===== config.mk =====
export PLATFORM = sky130hd
export DESIGN_NAME = i2c_dac_target
export DESIGN_NICKNAME = d
export VERILOG_FILES = /design/src/rtl/i2c_dac_pkg.sv /design/src/rtl/i2c_line_sync.sv /design/src/rtl/i2c_target_fsm.sv /design/src/rtl/dac_ctrl_regs.sv /design/src/rtl/i2c_dac_target.sv
export SDC_FILE = /design/constraint.sdc
export NUM_CORES = 1
export LEC_CHECK = 0
export ABC_AREA = 1
export CAP_MARGIN = 25
export CELL_PAD_IN_SITES_DETAIL_PLACEMENT = 0
export CELL_PAD_IN_SITES_GLOBAL_PLACEMENT = 1
export CORE_MARGIN = 2
export CORE_UTILIZATION = 45
export CTS_BUF_LIST = sky130_fd_sc_hd__clkbuf_8
export DETAILED_ROUTE_END_ITERATION = 8
export HOLD_SLACK_MARGIN = 0.02
export PLACE_DENSITY = 0.95
export SETUP_SLACK_MARGIN = 0.3
export SLEW_MARGIN = 20
export SYNTH_ARGS = -nofsm -noshare
export SYNTH_HDL_FRONTEND = slang
export SYNTH_SLANG_ARGS = --single-unit

===== constraint.sdc =====
create_clock -name clk -period 3.8 [get_ports clk]
set_input_delay 0.38 -clock clk [delete_from_list [all_inputs] [get_ports clk]]
set_output_delay 0.38 -clock clk [all_outputs]
set_load 0.02 [all_outputs]

===== src/rtl/i2c_dac_pkg.sv =====
package i2c_dac_pkg;
  typedef enum logic [2:0] {
    ST_IDLE, ST_ADDR, ST_ADDR_ACK, ST_WR, ST_WR_ACK, ST_RD, ST_RD_ACK, ST_LOCK
  } tgt_state_e;
  localparam int BYTE_BITS = 8;
  localparam int CNT_W     = $clog2(BYTE_BITS + 1);
  localparam int MODE_W    = 2;
  localparam int LOADS     = (1 << MODE_W) - 1;
endpackage


===== src/rtl/i2c_line_sync.sv =====
module i2c_line_sync #(
  parameter int STAGES = 2
) (
  input  logic clk,
  input  logic rst,
  input  logic scl_i,
  input  logic sda_i,
  output logic sda_s,
  output logic scl_rise,
  output logic scl_fall,
  output logic start_det,
  output logic stop_det
);
  logic [STAGES-1:0] scl_p, sda_p;
  logic scl_s, scl_q, sda_q;

  always_ff @(posedge clk) begin
    if (rst) begin
      scl_p <= '1;
      sda_p <= '1;
      scl_q <= 1'b1;
      sda_q <= 1'b1;
    end else begin
      scl_p <= {scl_p[STAGES-2:0], scl_i};
      sda_p <= {sda_p[STAGES-2:0], sda_i};
      scl_q <= scl_s;
      sda_q <= sda_s;
    end
  end

  assign scl_s     = scl_p[STAGES-1];
  assign sda_s     = sda_p[STAGES-1];
  assign scl_rise  = scl_s & ~scl_q;
  assign scl_fall  = ~scl_s & scl_q;
  // SDA edges while SCL stays high are bus conditions, never data
  assign start_det = scl_s & scl_q & sda_q & ~sda_s;
  assign stop_det  = scl_s & scl_q & ~sda_q & sda_s;
endmodule


===== src/rtl/i2c_target_fsm.sv =====
module i2c_target_fsm
  import i2c_dac_pkg::*;
#(
  parameter logic [4:0] ADDR_PREFIX = 5'b00011
) (
  input  logic       clk,
  input  logic       rst,
  input  logic       sda_s,
  input  logic       scl_rise,
  input  logic       scl_fall,
  input  logic       start_det,
  input  logic       stop_det,
  input  logic [1:0] addr_sel,
  input  logic [7:0] rd_byte0,
  input  logic [7:0] rd_byte1,
  output logic       sda_oe,
  output logic       wr_en,
  output logic [5:0] wr_hi,
  output logic [7:0] wr_lo
);
  tgt_state_e state;
  logic [CNT_W-1:0] cnt;
  logic [7:0] sh;
  logic rw, idx, mack;
  logic [7:0] nxt_rd;

  assign nxt_rd = idx ? rd_byte0 : rd_byte1;
  assign wr_lo  = sh;

  always_ff @(posedge clk) begin
    if (rst) begin
      state  <= ST_IDLE;
      cnt    <= '0;
      sh     <= '0;
      rw     <= 1'b0;
      idx    <= 1'b0;
      mack   <= 1'b0;
      sda_oe <= 1'b0;
      wr_en  <= 1'b0;
      wr_hi  <= '0;
    end else begin
      wr_en <= 1'b0;
      if (state != ST_LOCK && stop_det) begin
        // stop on the R/W clock of the address byte wedges the interface
        state  <= (state == ST_ADDR && cnt == CNT_W'(BYTE_BITS)) ? ST_LOCK : ST_IDLE;
        sda_oe <= 1'b0;
      end else if (state != ST_LOCK && start_det) begin
        state  <= ST_ADDR;
        cnt    <= '0;
        idx    <= 1'b0;
        sda_oe <= 1'b0;
      end else begin
        unique case (state)
          ST_ADDR, ST_WR: begin
            if (scl_rise) begin
              sh  <= {sh[6:0], sda_s};
              cnt <= cnt + 1'b1;
            end else if (scl_fall && cnt == CNT_W'(BYTE_BITS)) begin
              if (state == ST_ADDR) begin
                if (sh[7:1] == {ADDR_PREFIX, addr_sel}) begin
                  state  <= ST_ADDR_ACK;
                  rw     <= sh[0];
                  sda_oe <= 1'b1;
                end else begin
                  state <= ST_IDLE;
                end
              end else begin
                state  <= ST_WR_ACK;
                sda_oe <= 1'b1;
                if (!idx) wr_hi <= sh[5:0];
                else      wr_en <= 1'b1;
              end
            end
          end
          ST_ADDR_ACK: begin
            if (scl_fall) begin
              cnt <= '0;
              idx <= 1'b0;
              if (rw) begin
                state  <= ST_RD;
                sh     <= rd_byte0;
                sda_oe <= ~rd_byte0[7];
              end else begin
                state  <= ST_WR;
                sda_oe <= 1'b0;
              end
            end
          end
          ST_WR_ACK: begin
            if (scl_fall) begin
              state  <= ST_WR;
              cnt    <= '0;
              idx    <= ~idx;
              sda_oe <= 1'b0;
            end
          end
          ST_RD: begin
            if (scl_rise) begin
              cnt <= cnt + 1'b1;
            end else if (scl_fall) begin
              if (cnt == CNT_W'(BYTE_BITS)) begin
                state  <= ST_RD_ACK;
                sda_oe <= 1'b0;
              end else begin
                sh     <= {sh[6:0], 1'b0};
                sda_oe <= ~sh[6];
              end
            end
          end
          ST_RD_ACK: begin
            if (scl_rise) begin
              mack <= ~sda_s;
            end else if (scl_fall) begin
              if (mack) begin
                state  <= ST_RD;
                cnt    <= '0;
                idx    <= ~idx;
                sh     <= nxt_rd;
                sda_oe <= ~nxt_rd[7];
              end else begin
                state <= ST_IDLE;
              end
            end
          end
          default: ;
        endcase
      end
    end
  end
endmodule


===== src/rtl/dac_ctrl_regs.sv =====
module dac_ctrl_regs
  import i2c_dac_pkg::*;
#(
  parameter int CODE_W = 12
) (
  input  logic              clk,
  input  logic              rst,
  input  logic              wr_en,
  input  logic [5:0]        wr_hi,
  input  logic [7:0]        wr_lo,
  output logic [CODE_W-1:0] dac_code,
  output logic [MODE_W-1:0] pd_mode,
  output logic [LOADS-1:0]  pd_load,
  output logic [7:0]        rd_byte0,
  output logic [7:0]        rd_byte1
);
  localparam int HI_BITS = CODE_W - 8;

  always_ff @(posedge clk) begin
    if (rst) begin
      dac_code <= '0;
      pd_mode  <= '0;
    end else if (wr_en) begin
      dac_code <= {wr_hi[HI_BITS-1:0], wr_lo};
      pd_mode  <= wr_hi[5:4];
    end
  end

  for (genvar g = 0; g < LOADS; g++) begin : g_load
    always_ff @(posedge clk) begin
      if (rst)        pd_load[g] <= 1'b0;
      else if (wr_en) pd_load[g] <= (wr_hi[5:4] == MODE_W'(g + 1));
    end
  end

  always_comb begin
    rd_byte0 = '0;
    rd_byte0[5:4] = pd_mode;
    rd_byte0[HI_BITS-1:0] = dac_code[CODE_W-1:8];
    rd_byte1 = dac_code[7:0];
  end
endmodule


===== src/rtl/i2c_dac_target.sv =====
module i2c_dac_target
  import i2c_dac_pkg::*;
#(
  parameter int         CODE_W      = 12,
  parameter int         SYNC_STAGES = 2,
  parameter logic [4:0] ADDR_PREFIX = 5'b00011
) (
  input  logic              clk,
  input  logic              rst,
  input  logic              scl_i,
  input  logic              sda_i,
  input  logic [1:0]        addr_sel,
  output logic              sda_oe,
  output logic [CODE_W-1:0] dac_code,
  output logic [1:0]        pd_mode,
  output logic [2:0]        pd_load
);
  logic sda_s, scl_rise, scl_fall, start_det, stop_det;
  logic wr_en;
  logic [5:0] wr_hi;
  logic [7:0] wr_lo, rd_byte0, rd_byte1;

  i2c_line_sync #(.STAGES(SYNC_STAGES)) u_sync (
    .clk(clk), .rst(rst), .scl_i(scl_i), .sda_i(sda_i),
    .sda_s(sda_s), .scl_rise(scl_rise), .scl_fall(scl_fall),
    .start_det(start_det), .stop_det(stop_det)
  );

  i2c_target_fsm #(.ADDR_PREFIX(ADDR_PREFIX)) u_fsm (
    .clk(clk), .rst(rst), .sda_s(sda_s), .scl_rise(scl_rise),
    .scl_fall(scl_fall), .start_det(start_det), .stop_det(stop_det),
    .addr_sel(addr_sel), .rd_byte0(rd_byte0), .rd_byte1(rd_byte1),
    .sda_oe(sda_oe), .wr_en(wr_en), .wr_hi(wr_hi), .wr_lo(wr_lo)
  );

  dac_ctrl_regs #(.CODE_W(CODE_W)) u_regs (
    .clk(clk), .rst(rst), .wr_en(wr_en), .wr_hi(wr_hi), .wr_lo(wr_lo),
    .dac_code(dac_code), .pd_mode(pd_mode), .pd_load(pd_load),
    .rd_byte0(rd_byte0), .rd_byte1(rd_byte1)
  );
endmodule


Word level (Yosys, flattened, before mapping)
Cells that the tools add are included.
- add/sub/neg operators: 1
- equal/unequal tests: 41
- mux-type cells: 56
- bitwise operators: 20
- reductions and logical operators: 22
- operators with widths (cell ; count):
    8-bit 2-to-1 mux ; 10
    3-bit 2-to-1 mux ; 15
    8-bit case mux with 4 select lines ; 1
    7-bit AND reduction ; 4
    4-bit 2-to-1 mux ; 6
    4-bit by 1-bit != test with 1-bit output, second input constant ; 6
    1-bit 2-to-1 mux ; 19
    3-bit by 1-bit != test with 1-bit output, second input constant ; 6
    3-bit case mux with 5 select lines ; 1
    2-bit by 1-bit != test with 1-bit output, second input constant ; 7
    1-bit NOT ; 13
    4-bit by 2-bit != test with 1-bit output, second input constant ; 3
    4-bit case mux with 3 select lines ; 1
    12-bit AND reduction ; 1
    4-bit nonzero test ; 3
    11-bit AND reduction ; 1
    2-bit != test, second input constant ; 5
    10-bit AND reduction ; 1
    3-bit == test, second input constant ; 3
    1-bit AND ; 7
    7-bit by 4-bit == test with 1-bit output ; 1
    7-bit nonzero test ; 1
    7-bit OR reduction ; 1
    3-bit by 2-bit == test with 1-bit output, second input constant ; 2
    15 further kinds ; 22
- register bits after elaboration: 49
- bits of input ports: 6
- logic and storage cells: 158

Longest topological paths before layout
Gate-level depths: netlist of the first run.
- word-level depth: 8
- mapped depth: 12

Hierarchy
A second synthesis of the first run with hierarchy kept.
- cell total of the unflattened synthesis: 436
- area, all modules: 2995.4 um2
- modules (own cells, without submodules) (module ; instances ; cells an instance ; area each (um2) ; sequential area each (um2)):
    i2c_target_fsm ; 1 ; 319 ; 1983.2 ; 520.5
    dac_ctrl_regs ; 1 ; 93 ; 814.5 ; 340.3
    i2c_line_sync ; 1 ; 24 ; 197.7 ; 120.1

Worst setup path before layout of the first run
Ideal clock, no wire load.
- kind: reg2reg
- from: register u_fsm.cnt[0]
- to: register u_fsm.sh[0], in the netlist u_fsm.wr_lo[0]
- data arrival time: 1.448 ns
- path slack: 2.290 ns
- stages on the path, launching flop included: 12
- path buffers: 1
- clock period less this slack: 1.510 ns
- cells stage by stage: dfxtp_1 -> inv_1 -> ha_1 -> nand2_1 -> nor2_1 -> o21ai_2 -> nand2_1 -> nor2_4 -> and2_4 -> buf_12 -> nor2_2 -> nor2_2
- longest elaborated chain between the ends: 3
- RTL lines (item ; RTL line ; source):
    start, declared ; i2c_target_fsm.sv:22 ; logic [CNT_W-1:0] cnt;
    start signal, assigned ; i2c_target_fsm.sv:57 ; cnt <= cnt + 1'b1;
    start signal, assigned ; i2c_target_fsm.sv:99 ; cnt <= cnt + 1'b1;
    4-bit == test ; i2c_target_fsm.sv:101 ; if (cnt == CNT_W'(BYTE_BITS)) begin
    2-bit != test (no source line) ; - ;
    12-bit AND reduction (no source line) ; - ;
    end signal, assigned ; i2c_target_fsm.sv:81 ; sh <= rd_byte0;
    end signal, assigned ; i2c_target_fsm.sv:105 ; sh <= {sh[6:0], 1'b0};
    end signal, assigned ; i2c_target_fsm.sv:118 ; sh <= nxt_rd;
    end, declared ; i2c_target_fsm.sv:23 ; logic [7:0] sh;
Every way passes these cells.
A chain may end at the register's enable or synchronous reset.

Worst setup path after layout of the first run
- from: register u_fsm.state[2]
- to: register u_fsm.sh[7], in the netlist u_fsm.wr_lo[7]
- longest elaborated chain between the ends: 4
- elaborated cells between the ends (all ways): 23
- those cells by class: 15 x eq/ne; 1 x mux; 2 x bitwise; 5 x reduce/logical
- RTL lines (item ; RTL line ; source):
    start, declared ; i2c_target_fsm.sv:21 ; tgt_state_e state;
    start signal, assigned ; i2c_target_fsm.sv:45 ; state <= (state == ST_ADDR && cnt == CNT_W'(BYTE_BITS)) ? ST_LOCK : ST_IDLE;
    3-bit by 2-bit == test with 1-bit output, or another cell as far along ; i2c_target_fsm.sv:53 ; unique case (state)
    2-bit OR reduction, or another cell as far along ; i2c_target_fsm.sv:53 ;
    4-bit nonzero test (no source line), or another cell as far along ; - ;
    12-bit AND reduction (no source line) ; - ;
    end signal, assigned ; i2c_target_fsm.sv:56 ; sh <= {sh[6:0], sda_s};
    end signal, assigned ; i2c_target_fsm.sv:81 ;
    end signal, assigned ; i2c_target_fsm.sv:105 ;
Several ways; a longest one is shown, not always the timed one.

==> results of run 1 <==
[cells in the mapped netlist]
master / n / area (um2)
sky130_fd_sc_hd__xnor2_1: 1 / 8.760
sky130_fd_sc_hd__inv_1: 42 / 157.7
sky130_fd_sc_hd__nand3_1: 34 / 170.2
sky130_fd_sc_hd__inv_2: 2 / 7.510
sky130_fd_sc_hd__nand4_1: 5 / 31.28
sky130_fd_sc_hd__nand4_2: 1 / 12.51
sky130_fd_sc_hd__o21ai_2: 1 / 8.760
sky130_fd_sc_hd__buf_4: 4 / 30.03
sky130_fd_sc_hd__nor3_1: 7 / 35.03
sky130_fd_sc_hd__xor2_1: 1 / 8.760
sky130_fd_sc_hd__buf_12: 1 / 20.02
sky130_fd_sc_hd__nand2_1: 85 / 319.1
sky130_fd_sc_hd__and2_4: 1 / 8.760
sky130_fd_sc_hd__o21ai_0: 27 / 135.1
sky130_fd_sc_hd__nand3_2: 2 / 20.02
sky130_fd_sc_hd__nand3b_1: 1 / 7.510
sky130_fd_sc_hd__clkbuf_1: 7 / 26.28
sky130_fd_sc_hd__nand2_2: 4 / 25.02
sky130_fd_sc_hd__buf_1: 1 / 3.750
sky130_fd_sc_hd__nor2_2: 17 / 106.4
sky130_fd_sc_hd__nor2_1: 57 / 214.0
sky130_fd_sc_hd__nor2_4: 2 / 22.52
sky130_fd_sc_hd__ha_1: 2 / 25.02
sky130_fd_sc_hd__or2_2: 5 / 31.28
sky130_fd_sc_hd__a21oi_1: 28 / 140.1
sky130_fd_sc_hd__dfxtp_1: 49 / 980.9
[kinds of logic (layout without fill, tap and decap cells)]
group,after synthesis,in the layout
fa+ha+maj,2,2
buf+inv,57,76
flops,49,49
xor+xnor,2,2
compound gates,56,56
simple gates,221,221
[state kept, by name, summed over array words and instances, names as in the netlist, 2 cells and up]
| signal | count |
|---|---|
| u_fsm.state | 3 |
| u_regs.pd_mode | 2 |
| u_fsm.wr_hi | 6 |
| u_fsm.cnt | 4 |
| u_sync.sda_p | 2 |
| u_fsm.wr_lo | 8 |
| u_regs.dac_code | 12 |
| u_sync.scl_p | 2 |
| u_regs.pd_load | 3 |
[layer usage]
metal	wire (um)	GRT usage (%)	vias up	share of wire (%)
li1	-	-	1267	-
met1	2686	26.15	1098	45
met2	2884	36.61	50	49
met3	260	3.281	8	4.4
met4	111	7.759	0	1.9
met5	0	0	-	0
[worst max path at each step]
stage / end / slack (ps)
floorplan: u_fsm.wr_lo[0] / 2290
global placement: u_fsm.cnt[2] / 1600
detailed placement: u_fsm.cnt[3] / 1510
CTS: u_fsm.wr_hi[2] / 1780
global route: u_fsm.cnt[3] / 1590
finish: u_fsm.wr_lo[7] / 1750
[cell type report]
| type | instances | share of cell area, % |
|---|---|---|
| Clock inverter | 1 | 0.2581 |
| Clock buffer | 6 | 2.839 |
| Sequential cell | 49 | 33.72 |
| Inverter | 44 | 5.677 |
| Multi-Input combinational cell | 281 | 45.72 |
| Tap cell | 72 | 3.097 |
| Timing Repair Buffer | 25 | 8.688 |
[placed cells by master, fill, tap and decap left out, drive strengths merged]
cell | synthesis | final
a21oi | 28 | 28
and2 | 1 | 1
buf | 6 | 2
clkbuf | 7 | 6
clkdlybuf4s50 | 0 | 23
clkinvlp | 0 | 1
dfxtp | 49 | 49
ha | 2 | 2
inv | 44 | 44
nand2 | 89 | 89
nand3 | 36 | 36
nand3b | 1 | 1
nand4 | 6 | 6
nor2 | 76 | 76
nor3 | 7 | 7
o21ai | 28 | 28
or2 | 5 | 5
xnor2 | 1 | 1
xor2 | 1 | 1
[where the power goes]
| part | switching [mW] | internal [mW] |
|---|---|---|
| sequential | 0.0382 | 0.542 |
| combinational | 0.146 | 0.0852 |
| clock | 0.164 | 0.144 |
| total | 0.348 | 0.772 |
[metrics by stage]
step	utilization (%)	instance area [um2]	std cells	power (mW)
final	52.83	2909	478	1.120
after global routing	52.83	2909	478	1.191
after CTS	52.56	2894	477	1.126
after detailed placement	50.92	2804	470	0.8207
after global placement	50.92	2804	470	0.8190
after floorplan	-	2556	387	0.7731
[worst max-delay path: stages (launching register included)]
cell                      delay (ps)
sky130_fd_sc_hd__dfxtp_1         600
sky130_fd_sc_hd__nand3_1         470
sky130_fd_sc_hd__inv_1           270
sky130_fd_sc_hd__nand2_1          70
sky130_fd_sc_hd__nand3_1         130
sky130_fd_sc_hd__nor2_4           80
sky130_fd_sc_hd__and2_4          190
sky130_fd_sc_hd__nor2_2          100
sky130_fd_sc_hd__nor2_2           30
==> run summary, run 1 <==
status - finished, final reports clean
Total Routed Length - 5.943 mm
largest net degree at the start of global routing - 38
largest family of logic cells by synthesized area - simple AND/OR/NAND/NOR gates
clock tree root driver cell - sky130_fd_sc_hd__clkbuf_8
length in cells of the worst reg-to-reg path - 8
total gr overflow - 0
first-pass GRT wire length - 10.45 mm
Worst Hold Endpoint - u_sync.scl_p[1]
R2R Path End - u_fsm.wr_lo[7]
std cell rows - 27
Critical Path RT - 4000 ps
sum of negative setup slack - 0 ps
number of antenna cells inserted - 0
final hold violations - 0
register-to-register setup slack - 1750 ps
Storage cell area - 980.9 um2
power density over the cells - 384.8 nW/um2
worst setup path category - flip-flop to flip-flop
area of the multi-input gates - 1330 um2
Worst Setup End Kind - flip-flop
number of library cell types mapped by synthesis - 26
mux contribution to synthesized area - 0%
hold-critical path depth - 1
initial core utilization - 46.42%
critical path fanouts, max - 13
Final HPWL DP - 4.336 mm
net count after synthesis - 395
Final setup viols - 0
HP Class - flip-flop to flip-flop
fill cell instance count of the final layout - 563
TritonCTS clock tree - done
share of the clock period used by the worst path after layout - 53.88%
1st-pass router iterations - 4
Die Span X - 79.37 um
Layout Skew - 9.461 ps
Critical path origin - u_fsm.state[2]
crit path setup slack, layout - 1753 ps
synthesized area divided by synthesized cell count - 6.605 um2
quantity of hold-fixing buffers added after cts - 0
H-tree level count - 2
vias per std cell - 5.069
worst-case clock buffer depth - 2
area of the core - 5507 um2
via count of the first global-routing pass - 2288
Cell Area, Synth - 2556 um2
final routed DRC violation total - 0
DR WL/cell - 12.43 um
global-route usage over all layers - 21.01%
max_slew headroom - 50.17%
fraction of final layout cells with drive strength greater than 1 - 10.84%
top achievable clock speed - 488.5 MHz
synthesized-area fraction occupied by xor and xnor cells - 0.6853%
antenna violations before repair - 0
Vert. Die Dim - 79.37 um
Max VDD drop - 0.0002231 V
vias after detailed routing - 2423
post-synthesis cell count - 387
Max Cap Violations - 0
Static Leak - 1.274 nW
type of origin of the critical path - flip-flop
clock net sink count - 49
post-cts sizing count - 0
actual slew at the worst max-slew pin - 746.5 ps
clock period minus worst slack - 2047 ps
buffer count from post-CTS setup fixing - 0
warnings from Yosys - 0
post-layout net count - 414
arrival time reported for the critical path endpoint - 2250 ps
Seq cells post-synth - 49
max-slew violations - 0
full die area - 6300 um2
IO Port Bufs - 23
Layout area overhead - 13.80%
launch point of the worst reg-to-reg path - u_fsm.state[2]
unrepaired setup endpoints after global routing - no
minimum setup slack after placement - 1505 ps
starting DRC count in detailed routing - 164
worst hold slack after final layout - 414.3 ps
Clock Pin Slew Worst Setup and Hold Paths - 90 ps
adder-cell area share of the yosys netlist - 0.9790%
post-synthesis simple-gate area fraction - 39.26%
clock latency on the worst-skew pair - 300 ps
GP Congestion - 0.8747
area fraction in compound gates after synthesis - 11.11%
hold path startpoint - u_sync.scl_p[0]
number of buffers inserted during clock tree synthesis - 5
sequential share of the synthesized area - 38.37%
post-route ant nets - 0
count of boundary I/O pins - 24
Power figures use the tool's default switching activity.
==> run 2, diff against run 1 <==
CORE_UTILIZATION = 42   (was 45)
PLACE_DENSITY = 0.91   (was 0.95)
clock period = 1.9 ns   (was 3.8 ns; I/O delays follow)
==> run summary, run 2 (same netlist as run 1, synthesis figures left out) <==
status - finished, final reports clean
TritonCTS clock tree - done
top achievable clock speed - 624.7 MHz
placed instance area - 2880 um2
worst setup path category - flip-flop to flip-flop
post-route ant nets - 0
clock period minus worst slack - 1601 ps
H-tree level count - 2
fill cell instance count of the final layout - 576
Worst Setup End Kind - flip-flop
critical path fanouts, max - 8
commonest non-fill, non-tap cells in the layout - sky130_fd_sc_hd__nand2_1 (78), sky130_fd_sc_hd__nor2_1 (50), sky130_fd_sc_hd__dfxtp_1 (41)
minimum setup slack after placement - 89.79 ps
Worst Hold Endpoint - u_sync.scl_p[1]
R2R Path End - u_fsm.wr_lo[7]
area of the core - 5886 um2
Final HPWL DP - 4.647 mm
launch point of the worst reg-to-reg path - u_fsm.cnt[0]
1st-pass router iterations - 4
IO Port Bufs - 23
largest net degree at the start of global routing - 41
register-to-register setup slack - 300 ps
worst hold slack after final layout - 413.9 ps
Total Routed Length - 6.620 mm
post-layout net count - 431
overall power after layout - 2.543 mW
Layout area overhead - 26.33%
sum of negative setup slack - 0 ps
utilization after layout - 54.87%
clock net sink count - 49
Max VDD drop - 0.0004710 V
DR WL/cell - 13.27 um
via count of the first global-routing pass - 2349
Critical path origin - u_fsm.cnt[0]
crit path setup slack, layout - 299.4 ps
total gr overflow - 0
initial core utilization - 43.43%
final routed DRC violation total - 0
count of boundary I/O pins - 24
Vert. Die Dim - 82.02 um
first-pass GRT wire length - 11.00 mm
final hold violations - 0
clock tree root driver cell - sky130_fd_sc_hd__clkbuf_8
antenna violations before repair - 0
Layout Skew - 9.653 ps
max_slew headroom - 70.29%
vias after detailed routing - 2514
fraction of final layout cells with drive strength greater than 1 - 21.93%
std cell rows - 28
actual slew at the worst max-slew pin - 443.2 ps
starting DRC count in detailed routing - 232
GP Congestion - 0.8979
Clock Pin Slew Worst Setup and Hold Paths - 100 ps
arrival time reported for the critical path endpoint - 1860 ps
post-layout instance count excluding filler cells - 499
length in cells of the worst reg-to-reg path - 10
Placed Cells incl. Taps - 481
vias per std cell - 5.038
Design Area, Final - 3229 um2
most common library cell in the layout ignoring fill and taps - sky130_fd_sc_hd__nand2_1
HP Class - flip-flop to flip-flop
hold path startpoint - u_sync.scl_p[0]
clock latency on the worst-skew pair - 310 ps
Final setup viols - 0
Top reg by flops - u_regs.dac_code
hold-critical path depth - 1
max-slew violations - 0
Max Cap Violations - 0
Die Span X - 82.02 um
unrepaired setup endpoints after global routing - yes
number of antenna cells inserted - 0
Static Leak - 1.408 nW
number of buffers inserted during clock tree synthesis - 5
share of the clock period used by the worst path after layout - 84.24%
global-route usage over all layers - 21.48%
type of origin of the critical path - flip-flop
Critical Path RT - 2160 ps
worst-case clock buffer depth - 2
full die area - 6726 um2
power density over the cells - 787.6 nW/um2
quantity of hold-fixing buffers added after cts - 0
max reg flops - 12
-- run 2: cell count changes in the layout (fill, tap and decap cells not counted), moves of 3 or more --
| cell | delta |
|---|---|
| sky130_fd_sc_hd__nand2_1 | -7 |
| sky130_fd_sc_hd__dfxtp_2 | +5 |
| sky130_fd_sc_hd__inv_1 | -4 |
| sky130_fd_sc_hd__dfxtp_1 | -8 |
| sky130_fd_sc_hd__nor2_4 | +6 |
| sky130_fd_sc_hd__buf_4 | +15 |
| sky130_fd_sc_hd__nor2_1 | -7 |
| sky130_fd_sc_hd__nand2_4 | +3 |
| sky130_fd_sc_hd__nand2_2 | +4 |
| sky130_fd_sc_hd__dfxtp_4 | +3 |
| sky130_fd_sc_hd__inv_2 | +3 |
-- run 2: layout make-up --
cell class | count | area, um2 | area share [%]
tap | 75 | 93.84 | 2.906
clock inverter | 3 | 47.55 | 1.472
sequential | 49 | 998.5 | 30.92
multi-input combinational | 282 | 1471 | 45.56
inverter | 44 | 167.7 | 5.192
timing repair buffer | 41 | 381.6 | 11.82
clock buffer | 5 | 68.82 | 2.131
-- run 2: repair_timing --
item	4_1_cts	5_1_grt
cloned	0	1
endpoints found under the setup margin	23	22
buffers inserted	0	9
resized for setup	11	38
pin swaps	1	8
-- run 2: worst max-delay path by stage --
| stage | end | slack (ps) |
|---|---|---|
| after floorplan | u_fsm.wr_lo[0] | 390 |
| after global placement | u_fsm.wr_lo[3] | 150 |
| after detailed placement | u_fsm.wr_hi[4] | 90 |
| after CTS | u_fsm.sda_oe | 300 |
| after global routing | u_fsm.wr_lo[5] | 240 |
| final | u_fsm.wr_lo[7] | 300 |
-- run 2: power breakdown --
group / internal, mW / switching, mW / total (mW)
logic: 0.238 / 0.338 / 0.576
registers: 1.09 / 0.0938 / 1.18
clock network: 0.402 / 0.383 / 0.785
total: 1.73 / 0.815 / 2.54
-- run 2: critical path: stages (launching register included) --
cell and delay (ps):
sky130_fd_sc_hd__dfxtp_2 380, sky130_fd_sc_hd__inv_2 70, sky130_fd_sc_hd__ha_4 160, sky130_fd_sc_hd__nand2_4 70, sky130_fd_sc_hd__nor2_4 50, sky130_fd_sc_hd__o21ai_2 120
sky130_fd_sc_hd__nand2_2 70, sky130_fd_sc_hd__nor2_4 200, sky130_fd_sc_hd__and2_4 300, sky130_fd_sc_hd__nor2_2 50, sky130_fd_sc_hd__nor2_2 70
-- run 2: per-layer routing --
| layer | wire length (um) | up-vias | GRT usage (%) |
|---|---|---|---|
| met2 | 3248 | 46 | 36.83 |
| li1 | - | 1305 | - |
| met4 | 115 | 0 | 7.500 |
| met1 | 3033 | 1154 | 26.64 |
| met5 | 0 | - | 0 |
| met3 | 222 | 9 | 4.396 |
==> run 3, diff against run 2 <==
clock period = 1.55 ns   (was 1.9 ns; I/O delays follow)
==> run summary, run 3 (same netlist as run 1, synthesis figures left out) <==
status - finished, final reports clean
unrepaired setup endpoints after global routing - yes
count of boundary I/O pins - 24
TritonCTS clock tree - done
std cell rows - 28
number of antenna cells inserted - 0
Vert. Die Dim - 82.02 um
power density over the cells - 875.4 nW/um2
commonest non-fill, non-tap cells in the layout - sky130_fd_sc_hd__nand2_1 (70), sky130_fd_sc_hd__nor2_1 (43), sky130_fd_sc_hd__dfxtp_1 (40)
clock period minus worst slack - 1499 ps
total gr overflow - 0
worst-case clock buffer depth - 2
overall power after layout - 3.080 mW
share of the clock period used by the worst path after layout - 96.69%
vias per std cell - 5.277
largest net degree at the start of global routing - 29
antenna violations before repair - 0
arrival time reported for the critical path endpoint - 1750 ps
most common library cell in the layout ignoring fill and taps - sky130_fd_sc_hd__nand2_1
Static Leak - 1.597 nW
final routed DRC violation total - 0
Critical Path RT - 1800 ps
GP Congestion - 0.8971
Top reg by flops - u_regs.dac_code
worst hold slack after final layout - 404.2 ps
max-slew violations - 0
Layout Skew - 4.846 ps
Final setup viols - 0
top achievable clock speed - 667.2 MHz
Final HPWL DP - 4.872 mm
DR WL/cell - 14.34 um
actual slew at the worst max-slew pin - 414.8 ps
area of the core - 5886 um2
Max VDD drop - 0.0004960 V
max reg flops - 12
IO Port Bufs - 23
critical path fanouts, max - 6
HP Class - primary input to flip-flop
minimum setup slack after placement - 37.13 ps
Worst Setup End Kind - flip-flop
first-pass GRT wire length - 12.02 mm
max_slew headroom - 72.32%
starting DRC count in detailed routing - 207
sum of negative setup slack - 0 ps
Clock Pin Slew Worst Setup and Hold Paths - 100 ps
1st-pass router iterations - 7
H-tree level count - 2
crit path setup slack, layout - 51.27 ps
Die Span X - 82.02 um
clock latency on the worst-skew pair - 310 ps
number of buffers inserted during clock tree synthesis - 5
post-layout net count - 449
type of origin of the critical path - flip-flop
final hold violations - 0
via count of the first global-routing pass - 2568
clock tree root driver cell - sky130_fd_sc_hd__clkbuf_8
Max Cap Violations - 0
Layout area overhead - 37.64%
vias after detailed routing - 2728
fraction of final layout cells with drive strength greater than 1 - 31.67%
utilization after layout - 59.78%
post-route ant nets - 0
global-route usage over all layers - 23.28%
initial core utilization - 43.43%
full die area - 6726 um2
worst setup path category - flip-flop to flip-flop
clock net sink count - 49
Total Routed Length - 7.416 mm
## run 3: cell count changes in the layout (fill, tap and decap cells not counted), sizes merged
cell | before | now
buf | 18 | 36
clkdlybuf4s50 | 23 | 5
dlygate4sd2 | 0 | 18
clkinv | 0 | 2
inv | 46 | 44
bufinv | 1 | 0
clkinvlp | 0 | 1
## run 3: worst max-delay path: stages, from the launching register on
cell	delay, ps
sky130_fd_sc_hd__dfxtp_4	450
sky130_fd_sc_hd__buf_6	150
sky130_fd_sc_hd__inv_1	70
sky130_fd_sc_hd__nand2_1	90
sky130_fd_sc_hd__nand2_2	70
sky130_fd_sc_hd__nor2_1	100
sky130_fd_sc_hd__nand2_1	110
sky130_fd_sc_hd__nand2_2	130
sky130_fd_sc_hd__nand2_4	80
sky130_fd_sc_hd__nand2_1	80
sky130_fd_sc_hd__nand2_1	50
sky130_fd_sc_hd__nor2_1	70
## run 3: report_power, final
part	total (mW)	internal, mW	switching [mW]
sequential	1.46	1.34	0.119
combinational	0.835	0.353	0.482
clock	0.790	0.321	0.468
## run 3: layout make-up
class,count,area (um2)
inverter,44,187.7
tap,75,93.84
timing repair buffer,59,533.0
fill,530,2367
sequential,49,999.7
multi-input combinational,282,1614
clock buffer,5,68.82
clock inverter,3,21.27
## run 3: final timing paths
kind                            slack [ps]              end             from  cells past startpoint
worst max register to register          50     u_fsm.cnt[1]   u_fsm.state[2]                     11
worst max-delay path                    50     u_fsm.cnt[1]   u_fsm.state[2]                     11
worst min-delay path                   400  u_sync.scl_p[0]            scl_i                      2
worst min register to register         420  u_sync.scl_p[1]  u_sync.scl_p[0]                      1
## run 3: repair_timing
| item | CTS | global route |
|---|---|---|
| setup buffers | 16 | 7 |
| pin swaps | 19 | 24 |
| gates resized for setup | 68 | 22 |
| setup endpoints to repair | 42 | 25 |
| endpoints found under the hold margin | 0 | 0 |
| gates cloned | 1 | 0 |
| hold buffers | 0 | 0 |
## run 3: per-stage QoR
| stage | std cells | cell area [um2] |
|---|---|---|
| after floorplan | 387 | 2685 |
| after global placement | 485 | 3040 |
| after CTS | 510 | 3388 |
| final | 517 | 3518 |
| after detailed placement | 485 | 3040 |
| after global routing | 517 | 3518 |
## run 3: routing by layer
metal / vias to the layer above / global-route usage, % / part of all wire (%)
met4: 0 / 9.000 / 3.0
met2: 109 / 41.46 / 50
met5: - / 0 / 0
met3: 20 / 2.857 / 5.4
met1: 1253 / 28.41 / 42
li1: 1346 / - / -
